### src/rtl/opnd_pkg.sv
package opnd_pkg;
  localparam int DATA_W = 16;
  localparam int REG_AW = 3;
  localparam int MODE_W = 3;

  typedef enum logic [1:0] {
    ST_IDLE,
    ST_IDX,
    ST_PTR,
    ST_FIN
  } seq_st_e;
endpackage

### src/rtl/opnd_regfile.sv
module opnd_regfile #(
  parameter int DW = 16,
  parameter int AW = 3
) (
  input  logic          clk_i,
  input  logic          rst_ni,
  input  logic          cm_we_i,
  input  logic [AW-1:0] cm_idx_i,
  input  logic [DW-1:0] cm_data_i,
  input  logic          ex_we_i,
  input  logic [AW-1:0] ex_idx_i,
  input  logic [DW-1:0] ex_data_i,
  input  logic [AW-1:0] ra_idx_i,
  output logic [DW-1:0] ra_data_o,
  input  logic [AW-1:0] rb_idx_i,
  output logic [DW-1:0] rb_data_o,
  input  logic [AW-1:0] rc_idx_i,
  output logic [DW-1:0] rc_data_o
);
  localparam int NREG = 1 << AW;

  logic [DW-1:0] regs_q [NREG];

  for (genvar g = 0; g < NREG; g++) begin : g_reg
    always_ff @(posedge clk_i or negedge rst_ni) begin
      if (!rst_ni) begin
        regs_q[g] <= '0;
      end else if (cm_we_i && cm_idx_i == AW'(g)) begin
        regs_q[g] <= cm_data_i;  // sequencer side effect wins
      end else if (ex_we_i && ex_idx_i == AW'(g)) begin
        regs_q[g] <= ex_data_i;
      end
    end
  end

  assign ra_data_o = regs_q[ra_idx_i];
  assign rb_data_o = regs_q[rb_idx_i];
  assign rc_data_o = regs_q[rc_idx_i];
endmodule

### src/rtl/opnd_step.sv
module opnd_step #(
  parameter int DW = 16,
  parameter int AW = 3,
  parameter int MW = 3
) (
  input  logic [MW-1:0] mode_i,
  input  logic [AW-1:0] ridx_i,
  input  logic          byte_i,
  output logic [DW-1:0] step_o
);
  localparam int          NREG   = 1 << AW;
  localparam logic [AW-1:0] SP_IDX = AW'(NREG - 2);

  logic deferred;
  logic wide_reg;

  assign deferred = (mode_i == MW'(3)) || (mode_i == MW'(5));
  assign wide_reg = (ridx_i >= SP_IDX);
  assign step_o   = (byte_i && !deferred && !wide_reg) ? DW'(1) : DW'(2);
endmodule

### src/rtl/opnd_addr_seq.sv
module opnd_addr_seq
  import opnd_pkg::*;
#(
  parameter int DW = DATA_W,
  parameter int AW = REG_AW,
  parameter int MW = MODE_W
) (
  input  logic             clk_i,
  input  logic             rst_ni,
  input  logic             start_i,
  input  logic [MW+AW-1:0] spec_i,
  input  logic             byte_i,
  output logic             done_o,
  output logic             is_reg_o,
  output logic [AW-1:0]    reg_sel_o,
  output logic [DW-1:0]    opnd_addr_o,
  output logic             align_err_o,
  output logic             mem_req_o,
  output logic [DW-1:0]    mem_addr_o,
  input  logic             mem_ack_i,
  input  logic [DW-1:0]    mem_rdata_i,
  input  logic             rf_we_i,
  input  logic [AW-1:0]    rf_widx_i,
  input  logic [DW-1:0]    rf_wdata_i,
  input  logic [AW-1:0]    rf_ridx_i,
  output logic [DW-1:0]    rf_rdata_o
);
  localparam int            NREG    = 1 << AW;
  localparam logic [AW-1:0] PC_IDX  = AW'(NREG - 1);
  localparam logic [DW-1:0] PC_STEP = DW'(2);

  seq_st_e       st_q;
  logic [MW-1:0] mode_q;
  logic [AW-1:0] ridx_q;
  logic          byte_q;
  logic          err_q;
  logic [DW-1:0] addr_q;
  logic [DW-1:0] upd_q;

  logic          idle;
  logic [MW-1:0] cur_mode;
  logic [AW-1:0] cur_ridx;
  logic          cur_byte;
  logic [DW-1:0] base_rd;
  logic [DW-1:0] pc_rd;
  logic [DW-1:0] step;
  logic [DW-1:0] dec_val;
  logic [DW-1:0] pc_adv;
  logic [DW-1:0] idx_sum;
  logic          fin;
  logic          abort;
  logic          cm_we;
  logic [AW-1:0] cm_idx;

  assign idle     = (st_q == ST_IDLE);
  assign cur_mode = idle ? spec_i[MW+AW-1:AW] : mode_q;
  assign cur_ridx = idle ? spec_i[AW-1:0] : ridx_q;
  assign cur_byte = idle ? byte_i : byte_q;

  opnd_regfile #(.DW(DW), .AW(AW)) u_rf (
    .clk_i     (clk_i),
    .rst_ni    (rst_ni),
    .cm_we_i   (cm_we),
    .cm_idx_i  (cm_idx),
    .cm_data_i (upd_q),
    .ex_we_i   (rf_we_i),
    .ex_idx_i  (rf_widx_i),
    .ex_data_i (rf_wdata_i),
    .ra_idx_i  (cur_ridx),
    .ra_data_o (base_rd),
    .rb_idx_i  (PC_IDX),
    .rb_data_o (pc_rd),
    .rc_idx_i  (rf_ridx_i),
    .rc_data_o (rf_rdata_o)
  );

  opnd_step #(.DW(DW), .AW(AW), .MW(MW)) u_step (
    .mode_i (cur_mode),
    .ridx_i (cur_ridx),
    .byte_i (cur_byte),
    .step_o (step)
  );

  assign dec_val = base_rd - step;
  assign pc_adv  = addr_q + PC_STEP;
  // relative addressing: PC-based index uses the advanced PC
  assign idx_sum = ((ridx_q == PC_IDX) ? pc_adv : base_rd) + mem_rdata_i;

  always_ff @(posedge clk_i or negedge rst_ni) begin
    if (!rst_ni) begin
      st_q   <= ST_IDLE;
      mode_q <= '0;
      ridx_q <= '0;
      byte_q <= 1'b0;
      err_q  <= 1'b0;
      addr_q <= '0;
      upd_q  <= '0;
    end else begin
      unique case (st_q)
        ST_IDLE: begin
          if (start_i) begin
            mode_q <= cur_mode;
            ridx_q <= cur_ridx;
            byte_q <= byte_i;
            err_q  <= 1'b0;
            addr_q <= base_rd;
            upd_q  <= base_rd;
            case (cur_mode)
              MW'(0), MW'(1): st_q <= ST_FIN;
              MW'(2): begin
                upd_q <= base_rd + step;
                st_q  <= ST_FIN;
              end
              MW'(3): begin
                upd_q <= base_rd + step;
                st_q  <= ST_PTR;
              end
              MW'(4): begin
                addr_q <= dec_val;
                upd_q  <= dec_val;
                st_q   <= ST_FIN;
              end
              MW'(5): begin
                addr_q <= dec_val;
                upd_q  <= dec_val;
                st_q   <= ST_PTR;
              end
              default: begin
                addr_q <= pc_rd;
                st_q   <= ST_IDX;
              end
            endcase
          end
        end
        ST_IDX: begin
          if (addr_q[0]) begin
            err_q <= 1'b1;
            st_q  <= ST_FIN;
          end else if (mem_ack_i) begin
            upd_q  <= pc_adv;
            addr_q <= idx_sum;
            st_q   <= (mode_q == MW'(7)) ? ST_PTR : ST_FIN;
          end
        end
        ST_PTR: begin
          if (addr_q[0]) begin
            err_q <= 1'b1;
            st_q  <= ST_FIN;
          end else if (mem_ack_i) begin
            addr_q <= mem_rdata_i;
            st_q   <= ST_FIN;
          end
        end
        default: st_q <= ST_IDLE;
      endcase
    end
  end

  assign fin   = (st_q == ST_FIN);
  assign abort = err_q || (!byte_q && (mode_q != '0) && addr_q[0]);
  assign cm_we = fin && !abort && (mode_q >= MW'(2));
  assign cm_idx = (mode_q >= MW'(6)) ? PC_IDX : ridx_q;

  assign done_o      = fin;
  assign is_reg_o    = fin && (mode_q == '0);
  assign reg_sel_o   = ridx_q;
  assign opnd_addr_o = addr_q;
  assign align_err_o = fin && abort;
  assign mem_req_o   = ((st_q == ST_IDX) || (st_q == ST_PTR)) && !addr_q[0];
  assign mem_addr_o  = addr_q;
endmodule

### config.mk
export PLATFORM = sky130hd
export DESIGN_NAME = opnd_addr_seq
export DESIGN_NICKNAME = d
export VERILOG_FILES = /design/src/rtl/opnd_pkg.sv /design/src/rtl/opnd_regfile.sv /design/src/rtl/opnd_step.sv /design/src/rtl/opnd_addr_seq.sv
export SDC_FILE = /design/constraint.sdc
export NUM_CORES = 1
export LEC_CHECK = 0
export BUFFER_PORTS_ARGS = -buffer_cell sky130_fd_sc_hd__buf_2
export CAP_MARGIN = 20
export CORE_ASPECT_RATIO = 1.4
export CORE_MARGIN = 3
export CORE_UTILIZATION = 45
export CTS_BUF_LIST = sky130_fd_sc_hd__clkbuf_16
export DETAILED_ROUTE_END_ITERATION = 8
export HOLD_SLACK_MARGIN = 0.03
export PLACE_DENSITY = 0.74
export SYNTH_ARGS = -nofsm -noshare
export SYNTH_HDL_FRONTEND = slang
export SYNTH_SLANG_ARGS = --single-unit
### constraint.sdc
create_clock -name clk_i -period 7.8 [get_ports clk_i]
set_input_delay 0.78 -clock clk_i [delete_from_list [all_inputs] [get_ports clk_i]]
set_output_delay 0.78 -clock clk_i [all_outputs]
set_load 0.005 [all_outputs]
Word level (Yosys, flattened, before mapping). Cells that the tools add are included.

Bits in registers: 170. Latch bits: 0. Memory bits (writable): 0. Memory bits (read-only): 0. Bits of input ports: 50. Output and inout bits: 55. Logic and storage cells: 172. Memories: 0.

Add/sub/neg operators: 4. Multiply operators: 0. Divide/modulo/power cells: 0. $lt $le $gt $ge: 5. Eq/ne operators: 32. Shifts and indexed selects: 0. Multiplexer cells: 51. Bitwise logic cells: 2. Reduce and logical (&&, ||, !) cells: 62.

Operators with widths (number): $mux 16 (29); $bmux 16 s3 (2); $pmux 16 s2 (3); $pmux 16 s3 (1); $eq 3x3->1 const B (12); $add 16x16->16 (2); $logic_and 1x1->1 (25); $reduce_bool 2->1 (10); $eq 3x2->1 const B (6); $add 16x2->16 const B (1); $sub 16x16->16 (1); $logic_not 3->1 (4); $mux 2 (6); $ne 2x2->1 const B (5); $eq 3x1->1 const B (3); $mux 3 (3); $ge 4x4->1 const B (2); $not 3->4 (2); $reduce_or 2->1 (4); $reduce_or 4->1 (2); $ge 3x3->1 const B (2); $ne 3x3->1 const B (2); $pmux 2 s3 (1); $reduce_and 3->1 (2); other kinds (14) (26).

Logic depth before layout (Yosys ltp). Gate-level depths: netlist of run 1.

Word-level depth: 12. Gate-level depth with buffers: 23. Mapped depth without buffers: 20.

By module. A second synthesis of run 1 with hierarchy kept.

Cells, all modules: 1518. Area, all modules: 15085.7 um^2.

By module, submodules not included: opnd_regfile (instances 1, cells each 770, area each 9352.7 um^2, sequential area each 3203.1 um^2); opnd_addr_seq (instances 1, cells each 729, area each 5592.9 um^2, sequential area each 1051.0 um^2); opnd_step (instances 1, cells each 19, area each 140.1 um^2, sequential area each 0.0 um^2).

Worst setup path before layout of run 1. OpenSTA, ideal clock, no wires.

Path kind: register to register. From: reg st_q[0]. To: reg addr_q[14] (netlist: mem_addr_o[14]). Data arrival time: 4.353 ns. Slack: 3.316 ns. Stages on the path, launching flop included: 24. Clock period less this slack: 4.484 ns. Cells stage by stage: dfrtp_1 inv_1 ha_1 buf_6 buf_4 mux2i_1 buf_4 nand2_1 and3_1 a311oi_1 a21oi_1 a21oi_1 ha_1 inv_1 fa_1 nand3b_1 a21oi_1 nor2_1 a211o_1 o2111ai_1 a21oi_1 xnor2_1 a221oi_1 a31oi_1.

Longest elaborated chain between the ends: 12. Elaborated cells between the ends (all ways): 40. Those cells by class: add/sub: 2; order compare: 1; eq/ne: 12; mux: 13; bitwise: 1; reduce/logical: 11.

Ends and longest elaborated chain: start, declared (RTL line opnd_addr_seq.sv:32) `seq_st_e st_q;`; start signal, assigned (RTL line opnd_addr_seq.sv:142) `st_q <= (mode_q == MW'(7)) ? ST_PTR : ST_FIN;`; parallel branches: the longest is 12 deep, another holds $add 16x16->16; end signal, assigned (RTL line opnd_addr_seq.sv:106) `addr_q <= base_rd;`; end signal, assigned (RTL line opnd_addr_seq.sv:119) `addr_q <= dec_val;`; end signal, assigned (RTL line opnd_addr_seq.sv:124) `addr_q <= dec_val;`; end, declared (RTL line opnd_addr_seq.sv:37) `logic [DW-1:0] addr_q;`.

Parallel ways; which one is timed is not known. The select of a mux whose other input is x is not followed. A chain may end at the register's enable or synchronous reset.

Worst setup path after layout of run 1.
From: reg st_q[0]. To: reg upd_q[15].

Longest elaborated chain between the ends: 12. Elaborated cells between the ends (all ways): 32. Those cells by class: add/sub: 2; order compare: 1; eq/ne: 8; mux: 10; bitwise: 1; reduce/logical: 10.

Ends and longest elaborated chain: parallel branches: the longest is 12 deep, another holds $sub 16x16->16; end signal, assigned (RTL line opnd_addr_seq.sv:107) `upd_q <= base_rd;`; end signal, assigned (RTL line opnd_addr_seq.sv:111) `upd_q <= base_rd + step;`; end signal, assigned (RTL line opnd_addr_seq.sv:115) `upd_q <= base_rd + step;`; end, declared (RTL line opnd_addr_seq.sv:38) `logic [DW-1:0] upd_q;`.

Parallel ways; which one is timed is not known. The select of a mux whose other input is x is not followed.

==> results of run 1 <==
layout make-up:
cell class	count	area (um2)
Sequential cell	170	4250
Fill cell	2552	13900
Clock inverter	15	111
Inverter	15	56.3
Clock buffer	17	425
Antenna cell	2	5.00
Timing Repair Buffer	130	722
Tap cell	370	463
Multi-Input combinational cell	1115	7900
critical path, stage by stage, from the launching register on:
cell and delay (ns):
dfrtp_1 0.40, inv_1 0.09, ha_1 0.83, mux2_2 0.56, nor2_1 0.77, nor2_1 0.20
o21ai_0 0.58, inv_1 0.23, ha_1 0.27, a211oi_2 0.39, nand3_1 0.25, nor4_1 0.56
a22oi_1 0.23, mux2i_1 0.22, o211ai_1 0.10
kinds of logic (layout without fill, tap and decap cells):
kind of cell,after synthesis,in the layout,share of synthesized area
mux,236,236,0.227
flops,170,170,0.332
other cells,0,2,0
xor+xnor,37,37,0.0253
buf+inv,159,177,0.0545
simple gates,462,462,0.162
fa+ha+maj,32,32,0.0328
compound gates,348,348,0.167
worst paths after layout:
path,from,to,slack [ns],cells past startpoint
setup / recovery,st_q[0],upd_q[15],1.99,14
hold / removal,rst_ni,u_rf.regs_q[75],0.47,1
setup reg to reg,st_q[0],upd_q[15],1.99,14
hold reg to reg,byte_q,byte_q,0.55,1
max in group asynchronous,rst_ni,u_rf.regs_q[100],5.88,2
min in group clk_i,byte_q,byte_q,0.55,1
through the flow:
stage | hold slack (ns) | total power [mW] | instances | worst slack, ns | cell area (um2)
floorplan | 0.484 | 5.19 | 1444 | 3.32 | 12800
global placement | 0.530 | 6.24 | 1800 | 2.38 | 13400
detailed placement | 0.535 | 6.36 | 1800 | 2.18 | 13400
CTS | 0.516 | 7.19 | 1832 | 2.13 | 13900
global route | 0.541 | 7.81 | 1833 | 1.51 | 13900
finish | 0.466 | 7.30 | 1834 | 1.99 | 13900
sequential cells by signal, summed over array words and instances (netlist names):
signal / cells
u_rf.regs_q: 128
mem_addr_o: 16
upd_q: 16
mode_q: 3
reg_sel_o: 3
st_q: 2
byte_q: 1
err_q: 1
layer usage:
metal  GRT usage  vias to the layer above  share of wire
met3      0.0421                      142          0.075
li1            -                     5219              -
met1       0.327                     5508           0.39
met4       0.136                        0          0.051
met2       0.449                      644           0.48
met5           0                        -              0
power by group:
| part | switching [mW] | internal [mW] | total [mW] |
|---|---|---|---|
| sequential | 0.596 | 1.34 | 1.93 |
| combinational | 2.68 | 1.89 | 4.57 |
| clock | 0.369 | 0.432 | 0.801 |
synth_stat cells, types with 4 or more instances:
cell and instances:
a221oi_1 11, nand3_1 22, mux2_2 26, nand3b_1 4, o22ai_1 10, a222oi_1 4
buf_2 6, a22oi_1 15, nor3b_1 4, nand4b_1 5, nand2b_1 7, xnor2_1 27
buf_1 24, nor4_1 5, mux2i_1 164, a32oi_1 14, a21oi_1 120, buf_4 19
a31oi_1 8, o21bai_1 5, nand4_1 6, nor2_1 129, or2_2 4, and4_1 4
nor3_1 23, o2bb2ai_1 5, nor2b_1 5, o21a_1 4, and3_1 16, clkbuf_1 92
mux4_2 40, or3_1 8, nand2_1 205, dfrtp_1 170, and2_1 5, xor2_1 10
ha_1 28, o21ai_0 108, inv_1 14, o31ai_1 5
==> key figures, run 1 <==
Timing
  – Worst clock skew: just under 0.009 ns
  – Fin. Hold Viols: 0
  – Top achievable clock speed: 0.172 GHz
  – Worst-margin pin slew: about 1.1 ns
  – Crit path time final: 5.81 ns
  – Pins Over Slew Limit: 0
  – Setup TNS: 0 ns
  – Final setup fails: 0
  – RSZ-0062 raised after global routing: no
  – Period utilization: 0.745
  – Slew headroom: 0.252

Pwr
  – P per Cell Area: between 500 and 600 nW/um2
  – Leakage: around 6 nW
  – Peak supply drop: between 0.0003 and 0.0004 V

Clock tree
  – TritonCTS clock tree: yes
  – Clk Latency, worst-skew pair: between 0.4 and 0.5 ns
  – Number of buffers created by CTS: 17
  – Cts-stage hold buffer count: 0
  – CTS sink cnt: 170
  – # resized after CTS: 0
  – CTS Root Buffer Type: clkbuf_16
  – H-tree depth: 4
  – Clk buf depth: 2
  – Post-CTS setup buffers: 0
  – Clk slew on worst S/H paths: approximately 0.070 ns

Synthesis
  – Post-synth top area share: 0.332
  – Syn Nets: approximately 1.5k
  – Cells after synthesis: about 1.4k
  – Asr flop ratio synth: 1.00
  – Synth Warn #: 0
  – Top area cells in the synthesized netlist: dfrtp_1, mux2i_1, mux4_2
  – Synth Area per Inst: 8.88 um2
  – Synth area leader: dfrtp_1
  – Yosys reg bits: between 150 and 200
  – Post-synth EDFFs: 0
  – Count of cell types in the netlist: 81
  – Mapped Area: approximately 13000 um2
  – Main synth FF type: dfrtp_1
  – Sequential-to-total area share from yosys stat: 0.332

Critical path
  – Worst setup EP type: flop
  – CP Data Arrival Time: between 6 and 7 ns
  – Worst-path maximum fanout: 24
  – Critical path class: flop to flop
  – Critical path launch point type: flop
  – Req. time, crit path: approximately 8.1 ns

Global route
  – GRT Total Usage: 0.266
  – Antenna violations before repair: 1
  – Largest net degree at the start of global routing: 104
  – First-pass GRT wire length: 63400 um
  – GRT overflow: 0
  – Vias in the first global route: about 11k

Placed design
  – Dpl hpwl: about 28000 um
  – PortBufs: 104
  – Placer's final routability congestion estimate: around 0.94

Floorplan
  – # IOs: roughly 110
  – Core footprint: between 20000 and 30000 um2
  – Die W: between 100 and 150 um
  – Initial Utilization: 0.461
  – Number of placement rows: 72
  – Chip height: 206 um
  – Die Area: just over 30000 um2

Layout
  – Most frequent cells in the layout: nand2_1, dfrtp_1, mux2i_1, nor2_1, a21oi_1
  – Final #Nets: between 1.5k and 2k
  – Share of cells above drive strength 1: 0.172
  – Fin util: 0.501
  – Most common cell after layout, fill and taps aside: nand2_1
  – Area growth syn-to-layout: 8.73%

Route
  – Starting DRT DRC Count: approximately 1.5k
  – Vias per inst: between 6 and 7
  – Wire per inst: between 20 and 25 um
  – Drt drc: 0
  – First-pass iteration count of the detailed router: 6
  – Post-Route WL: slightly above 40000 um
  – Vias: 11.5k
  – Final ANT Viol Nets: 0

Outcome
  – Status: finished clean

Run
  – Maxcap violations: 0

Min path
  – HP Class: input pin to async pin
Power figures use the tool's default switching activity.
==> inputs of run 2 (changes only) <==
--- a/config.mk
+++ b/config.mk
@@ -13,7 +13,7 @@
 export CTS_BUF_LIST = sky130_fd_sc_hd__clkbuf_16
 export DETAILED_ROUTE_END_ITERATION = 8
 export HOLD_SLACK_MARGIN = 0.03
-export PLACE_DENSITY = 0.74
+export PLACE_DENSITY = 0.76
 export SYNTH_ARGS = -nofsm -noshare
 export SYNTH_HDL_FRONTEND = slang
 export SYNTH_SLANG_ARGS = --single-unit
==> constraint.sdc (replaced) <==
create_clock -name clk_i -period 4.9 [get_ports clk_i]
set_input_delay 0.49 -clock clk_i [delete_from_list [all_inputs] [get_ports clk_i]]
set_output_delay 0.49 -clock clk_i [all_outputs]
set_load 0.005 [all_outputs]
==> key figures, run 2 (synthesized netlist as in run 1, its figures left out) <==
Outcome
  – Status: finished clean

Clock tree
  – CTS sink cnt: 170
  – Clk slew on worst S/H paths: approximately 0.07 ns
  – CTS Root Buffer Type: clkbuf_16
  – TritonCTS clock tree: yes
  – H-tree depth: 4
  – Number of buffers created by CTS: 17
  – Clk buf depth: 2
  – Clk Latency, worst-skew pair: around 0.44 ns
  – Cts-stage hold buffer count: 0

Placed design
  – Dpl hpwl: ~30000 um
  – Placed cell count: around 1.8k
  – PortBufs: about 100
  – Placer's final routability congestion estimate: between 0.9 and 1

Layout
  – Layout fillers: ~2.5k
  – Area growth syn-to-layout: 11.0%
  – Most frequent cells in the layout: nand2_1, dfrtp_1, mux2i_1, nor2_1, a21oi_1
  – Final #Nets: between 1.5k and 2k
  – Most common cell after layout, fill and taps aside: nand2_1
  – Share of cells above drive strength 1: 0.191
  – Max reg flops: between 100 and 150
  – Reg area: roughly 4300 um2
  – Fin cells: 1864
  – Largest Register: u_rf.regs_q
  – Area of the multi-input gates: between 7000 and 8000 um2

Critical path
  – Crit-path max cell delay: around 0.42 ns
  – Buf+Inv Stages, Crit Path: 4
  – Worst setup EP type: flop
  – CP top delay family: compound AO/OA/AOI/OAI gates
  – Worst-path maximum fanout: 16
  – Critical path class: flop to flop
  – CP Cell Sequence: inv_1 -> ha_1 -> buf_4 -> mux2i_2 -> buf_6 -> nand2_1 -> and3_1 -> a311oi_1 -> a21oi_1 -> a21oi_1 -> ha_1 -> inv_1 -> fa_1 -> nand3b_1 -> a21oi_1 -> nor2_1 -> a211o_1 -> o2111ai_1 -> a21oi_1 -> xnor2_1 -> a221oi_1 -> a31oi_1
  – Critical path launch point type: flop
  – Req. time, crit path: 5.22 ns
  – CP Data Arrival Time: 4.99 ns
  – Top cell by count, worst path: a21oi_1
  – Slowest library cell on the worst path: dfrtp_1

Timing
  – Worst-margin pin slew: 0.936 ns
  – Fin. Hold Viols: 0
  – Crit path time final: between 4 and 5 ns
  – Pins Over Slew Limit: 0
  – Slew headroom: 0.376
  – Worst clock skew: about 0.0084 ns
  – Final setup fails: 0
  – Top achievable clock speed: 0.214 GHz
  – Period utilization: 0.953

Floorplan
  – Chip height: roughly 210 um
  – Core footprint: between 20000 and 30000 um2
  – Die W: ~150 um
  – Number of placement rows: 72
  – Initial Utilization: 0.461
  – Die Area: around 31000 um2
  – # IOs: about 110

Route
  – Drt drc: 0
  – Vias per inst: just over 6
  – First-pass iteration count of the detailed router: 6
  – Starting DRT DRC Count: approximately 1.4k
  – Final ANT Viol Nets: 0
  – Vias: 11.6k
  – Post-Route WL: about 41000 um
  – Wire per inst: 22.1 um

Pwr
  – Peak supply drop: about 0.00047 V
  – P per Cell Area: 843 nW/um2
  – Overall Power: roughly 12 mW
  – Leakage: roughly 6 nW

Global route
  – Antenna violations before repair: 0
  – GRT overflow: 0
  – Largest net degree at the start of global routing: approximately 100
  – First-pass GRT wire length: 64800 um
  – Vias in the first global route: about 11k
  – GRT Total Usage: 0.272

Run
  – Maxcap violations: 0

Min path
  – HP Class: input pin to async pin
run 2: routing by layer:
| layer | wire (um) | track usage | vias up |
|---|---|---|---|
| met3 | 3120 | 0.0403 | 113 |
| met1 | 16000 | 0.345 | 5600 |
| met2 | 20500 | 0.460 | 625 |
| li1 | - | - | 5263 |
| met5 | 0 | 0 | - |
| met4 | 1540 | 0.120 | 0 |
run 2: area by class of cell:
| cell class | instances | area share |
|---|---|---|
| multi-input combinational | 1115 | 0.557 |
| sequential | 170 | 0.299 |
| timing repair buffer | 161 | 0.0694 |
| tap | 370 | 0.0325 |
| clock buffer | 17 | 0.0299 |
| clock inverter | 15 | 0.00783 |
| inverter | 15 | 0.00396 |
| antenna | 1 | 0.000176 |
run 2: repair_timing:
item	4_1_cts	5_1_grt
gates resized for setup	0	7
setup endpoints to repair	0	3
setup buffers	0	2
run 2: worst register-to-register path, stage by stage (launching register included):
cell,delay [ns]
dfrtp_1,0.42
inv_1,0.10
ha_1,0.19
buf_4,0.23
mux2i_2,0.25
buf_6,0.19
nand2_1,0.06
and3_1,0.16
a311oi_1,0.27
a21oi_1,0.13
a21oi_1,0.18
ha_1,0.23
inv_1,0.07
fa_1,0.39
nand3b_1,0.21
a21oi_1,0.23
nor2_1,0.08
a211o_1,0.35
o2111ai_1,0.21
a21oi_1,0.10
xnor2_1,0.12
a221oi_1,0.29
a31oi_1,0.12
run 2: worst paths after layout:
path                          from               to  slack (ns)  cells after the start
max                        st_q[0]   mem_addr_o[14]        0.23                     22
min reg2reg                 byte_q           byte_q        0.55                      1
max reg2reg                st_q[0]   mem_addr_o[14]        0.23                     22
min in group clk_i          byte_i           byte_q        0.31                      2
min                         rst_ni  u_rf.regs_q[63]        0.10                      1
max in group asynchronous   rst_ni         upd_q[2]        3.67                      2
run 2: report_power, final:
part | total (mW) | internal, mW | leakage (nW) | switching, mW
combinational | 7.62 | 3.31 | 3.89 | 4.31
clock | 1.27 | 0.688 | 0.262 | 0.577
sequential | 3.10 | 2.13 | 1.94 | 0.973
run 2: stage by stage:
stage,area (um2),setup TNS [ns],setup slack [ns],hold slack [ns],utilization
after floorplan,12800,0,0.416,0.194,-
after global placement,13600,0,0.416,0.514,0.489
after detailed placement,13600,0,0.333,0.538,0.489
after CTS,14200,0,0.331,0.162,0.508
after global routing,14200,-0.00271,-0.00271,0.172,0.511
final,14200,0,0.231,0.101,0.511
==> inputs of run 3 (changes only) <==
--- a/config.mk
+++ b/config.mk
@@ -6,8 +6,7 @@
 export NUM_CORES = 1
 export LEC_CHECK = 0
 export BUFFER_PORTS_ARGS = -buffer_cell sky130_fd_sc_hd__buf_2
-export CAP_MARGIN = 20
-export CORE_ASPECT_RATIO = 1.4
+export CORE_ASPECT_RATIO = 1.75
 export CORE_MARGIN = 3
 export CORE_UTILIZATION = 45
 export CTS_BUF_LIST = sky130_fd_sc_hd__clkbuf_16
==> key figures, run 3 (synthesized netlist as in run 1, its figures left out) <==
Outcome
  – Status: finished clean

Clock tree
  – Clk slew on worst S/H paths: 0.07 ns
  – CTS Root Buffer Type: clkbuf_16
  – # resized after CTS: 0
  – TritonCTS clock tree: yes
  – Cts-stage hold buffer count: 0
  – Clk buf depth: 2
  – Clk Latency, worst-skew pair: approximately 0.46 ns
  – H-tree depth: 4
  – Number of buffers created by CTS: 17
  – CTS sink cnt: between 150 and 200
  – Post-CTS setup buffers: 0

Timing
  – Final setup fails: 0
  – Worst-margin pin slew: between 0.9 and 1 ns
  – Crit path time final: roughly 4.6 ns
  – WHS: roughly 0.065 ns
  – Worst clock skew: ~0.010 ns
  – RSZ-0062 raised after global routing: no
  – Final WS setup: 0.292 ns
  – Top achievable clock speed: between 0.2 and 0.25 GHz
  – Setup TNS: 0 ns
  – Slew headroom: 0.368
  – Pins Over Slew Limit: 0
  – Fin. Hold Viols: 0
  – Period utilization: 0.940

Route
  – Vias: between 10k and 15k
  – First-pass iteration count of the detailed router: 5
  – Drt drc: 0
  – Vias per inst: ~6.3
  – Wire per inst: ~23 um
  – Starting DRT DRC Count: approximately 1.0k
  – Final ANT Viol Nets: 0
  – Post-Route WL: between 40000 and 50000 um

Pwr
  – P per Cell Area: between 800 and 900 nW/um2
  – Leakage: between 6 and 7 nW
  – Peak supply drop: approximately 0.0005 V

Layout
  – Most frequent cells in the layout: nand2_1, dfrtp_1, mux2i_1, nor2_1, a21oi_1
  – Area growth syn-to-layout: 11.2%
  – Final #Nets: ~1.6k
  – Ant. Diodes: 0
  – Layout fillers: 2624
  – Fin util: 0.510
  – Largest Register: u_rf.regs_q
  – Reg area: roughly 4300 um2
  – Share of cells above drive strength 1: 0.195
  – Most common cell after layout, fill and taps aside: nand2_1
  – Max reg flops: approximately 130
  – Area of the multi-input gates: between 7000 and 8000 um2

Critical path
  – Req. time, crit path: between 5 and 6 ns
  – Critical path class: flop to flop
  – Levels on crit path: 20
  – Flop2flop setup slack: between 0.2 and 0.3 ns
  – Buf+Inv Stages, Crit Path: 3
  – Worst setup EP type: flop
  – Top cell by count, worst path: a21oi_1
  – Critical path launch point type: flop
  – Reg-to-reg startpoint: st_q[0]
  – CP Data Arrival Time: between 4 and 5 ns
  – Worst-path maximum fanout: 15
  – Slowest library cell on the worst path: dfrtp_1
  – CP startpoint: st_q[0]
  – Reg-to-Reg End: mem_addr_o[12]
  – Crit-path max cell delay: roughly 0.42 ns
  – R2R cell count: 20
  – CP top delay family: compound AO/OA/AOI/OAI gates
  – CP Cell Sequence: inv_1 -> ha_2 -> buf_4 -> mux2_4 -> and3_1 -> a31oi_1 -> a21oi_1 -> a21oi_1 -> ha_1 -> inv_1 -> fa_1 -> nand3b_1 -> a21oi_1 -> nor2_1 -> a211o_1 -> o21bai_1 -> a21oi_1 -> xnor2_1 -> a221oi_1 -> a211oi_2
  – Crit path to: mem_addr_o[12]

Global route
  – GRT Total Usage: 0.275
  – M3 GR Usage: 0.0479
  – Largest net degree at the start of global routing: 87
  – Vias in the first global route: 11.9k
  – Global route hottest layer: met2
  – First-pass GRT wire length: 65900 um
  – GRT overflow: 0
  – Met1 usage: 0.308
  – Antenna violations before repair: 0
  – Grt met2 use: 0.481

Min path
  – HP Class: input pin to async pin

Floorplan
  – Core footprint: between 20000 and 30000 um2
  – Initial Utilization: 0.458
  – # IOs: ~110
  – Number of placement rows: 81
  – Die W: roughly 130 um
  – Die Area: just over 30000 um2
  – Chip height: 229 um

Placed design
  – Placer's final routability congestion estimate: between 1 and 1.5
  – Dpl hpwl: between 30000 and 40000 um
  – Worst slack at placement: 0.125 ns
  – PortBufs: 104

Run
  – Maxcap violations: 0
## run 3: changes by cell type in the layout (fill, tap and decap cells not counted), sizes merged
| cell | previous run | this run |
|---|---|---|
| buf | 161 | 159 |
| bufinv | 1 | 3 |
| diode | 1 | 0 |
| clkinvlp | 3 | 4 |
| clkinv | 9 | 7 |
| inv | 17 | 16 |
## run 3: per-stage QoR
step / std cells / power (mW) / cell area [um2]
after floorplan: 1444 / 8.26 / 12800
after global placement: 1832 / 10.3 / 13600
after detailed placement: 1832 / 10.5 / 13600
after CTS: 1864 / 12.0 / 14200
after global routing: 1864 / 13.0 / 14300
final: 1864 / 12.2 / 14300
## run 3: worst min-delay path by stage
stage	from	endpoint	slack (ns)	cells after the start
detailed placement	byte_q	byte_q	0.53	1
global route	rst_ni	u_rf.regs_q[46]	0.13	1
floorplan	rst_ni	byte_q	0.19	0
finish	rst_ni	u_rf.regs_q[125]	0.06	1
CTS	rst_ni	u_rf.regs_q[126]	0.10	1
global placement	byte_q	byte_q	0.52	1
## run 3: report_power, final
part / internal (mW) / leakage [nW] / switching, mW / total, mW
Combinational: 3.29 / 3.87 / 4.39 / 7.68
Clock: 0.801 / 0.285 / 0.613 / 1.41
Sequential: 2.13 / 1.94 / 0.953 / 3.08
Total: 6.22 / 6.10 / 5.96 / 12.2
## run 3: layout make-up
| class | count | share of cell area |
|---|---|---|
| clock inverter | 15 | 0.0123 |
| clock buffer | 17 | 0.0298 |
| inverter | 15 | 0.00395 |
| timing repair buffer | 159 | 0.0659 |
| multi-input combinational | 1115 | 0.557 |
| tap | 373 | 0.0327 |
| sequential | 170 | 0.298 |
## run 3: routing by layer
layer | share of wire | vias to the layer above
met1 | 0.36 | 5668
li1 | - | 5275
met4 | 0.064 | 0
met2 | 0.51 | 591
met3 | 0.063 | 162
met5 | 0 | -
## run 3: worst reg2reg max path, delay by kind of cell (launching register included)
kind | cells | cell delay, ns
flops | 1 | 0.42
simple gates | 3 | 0.49
buf+inv | 3 | 0.38
fa+ha+maj | 3 | 0.92
xor+xnor | 1 | 0.13
compound gates | 9 | 1.70
mux | 1 | 0.43
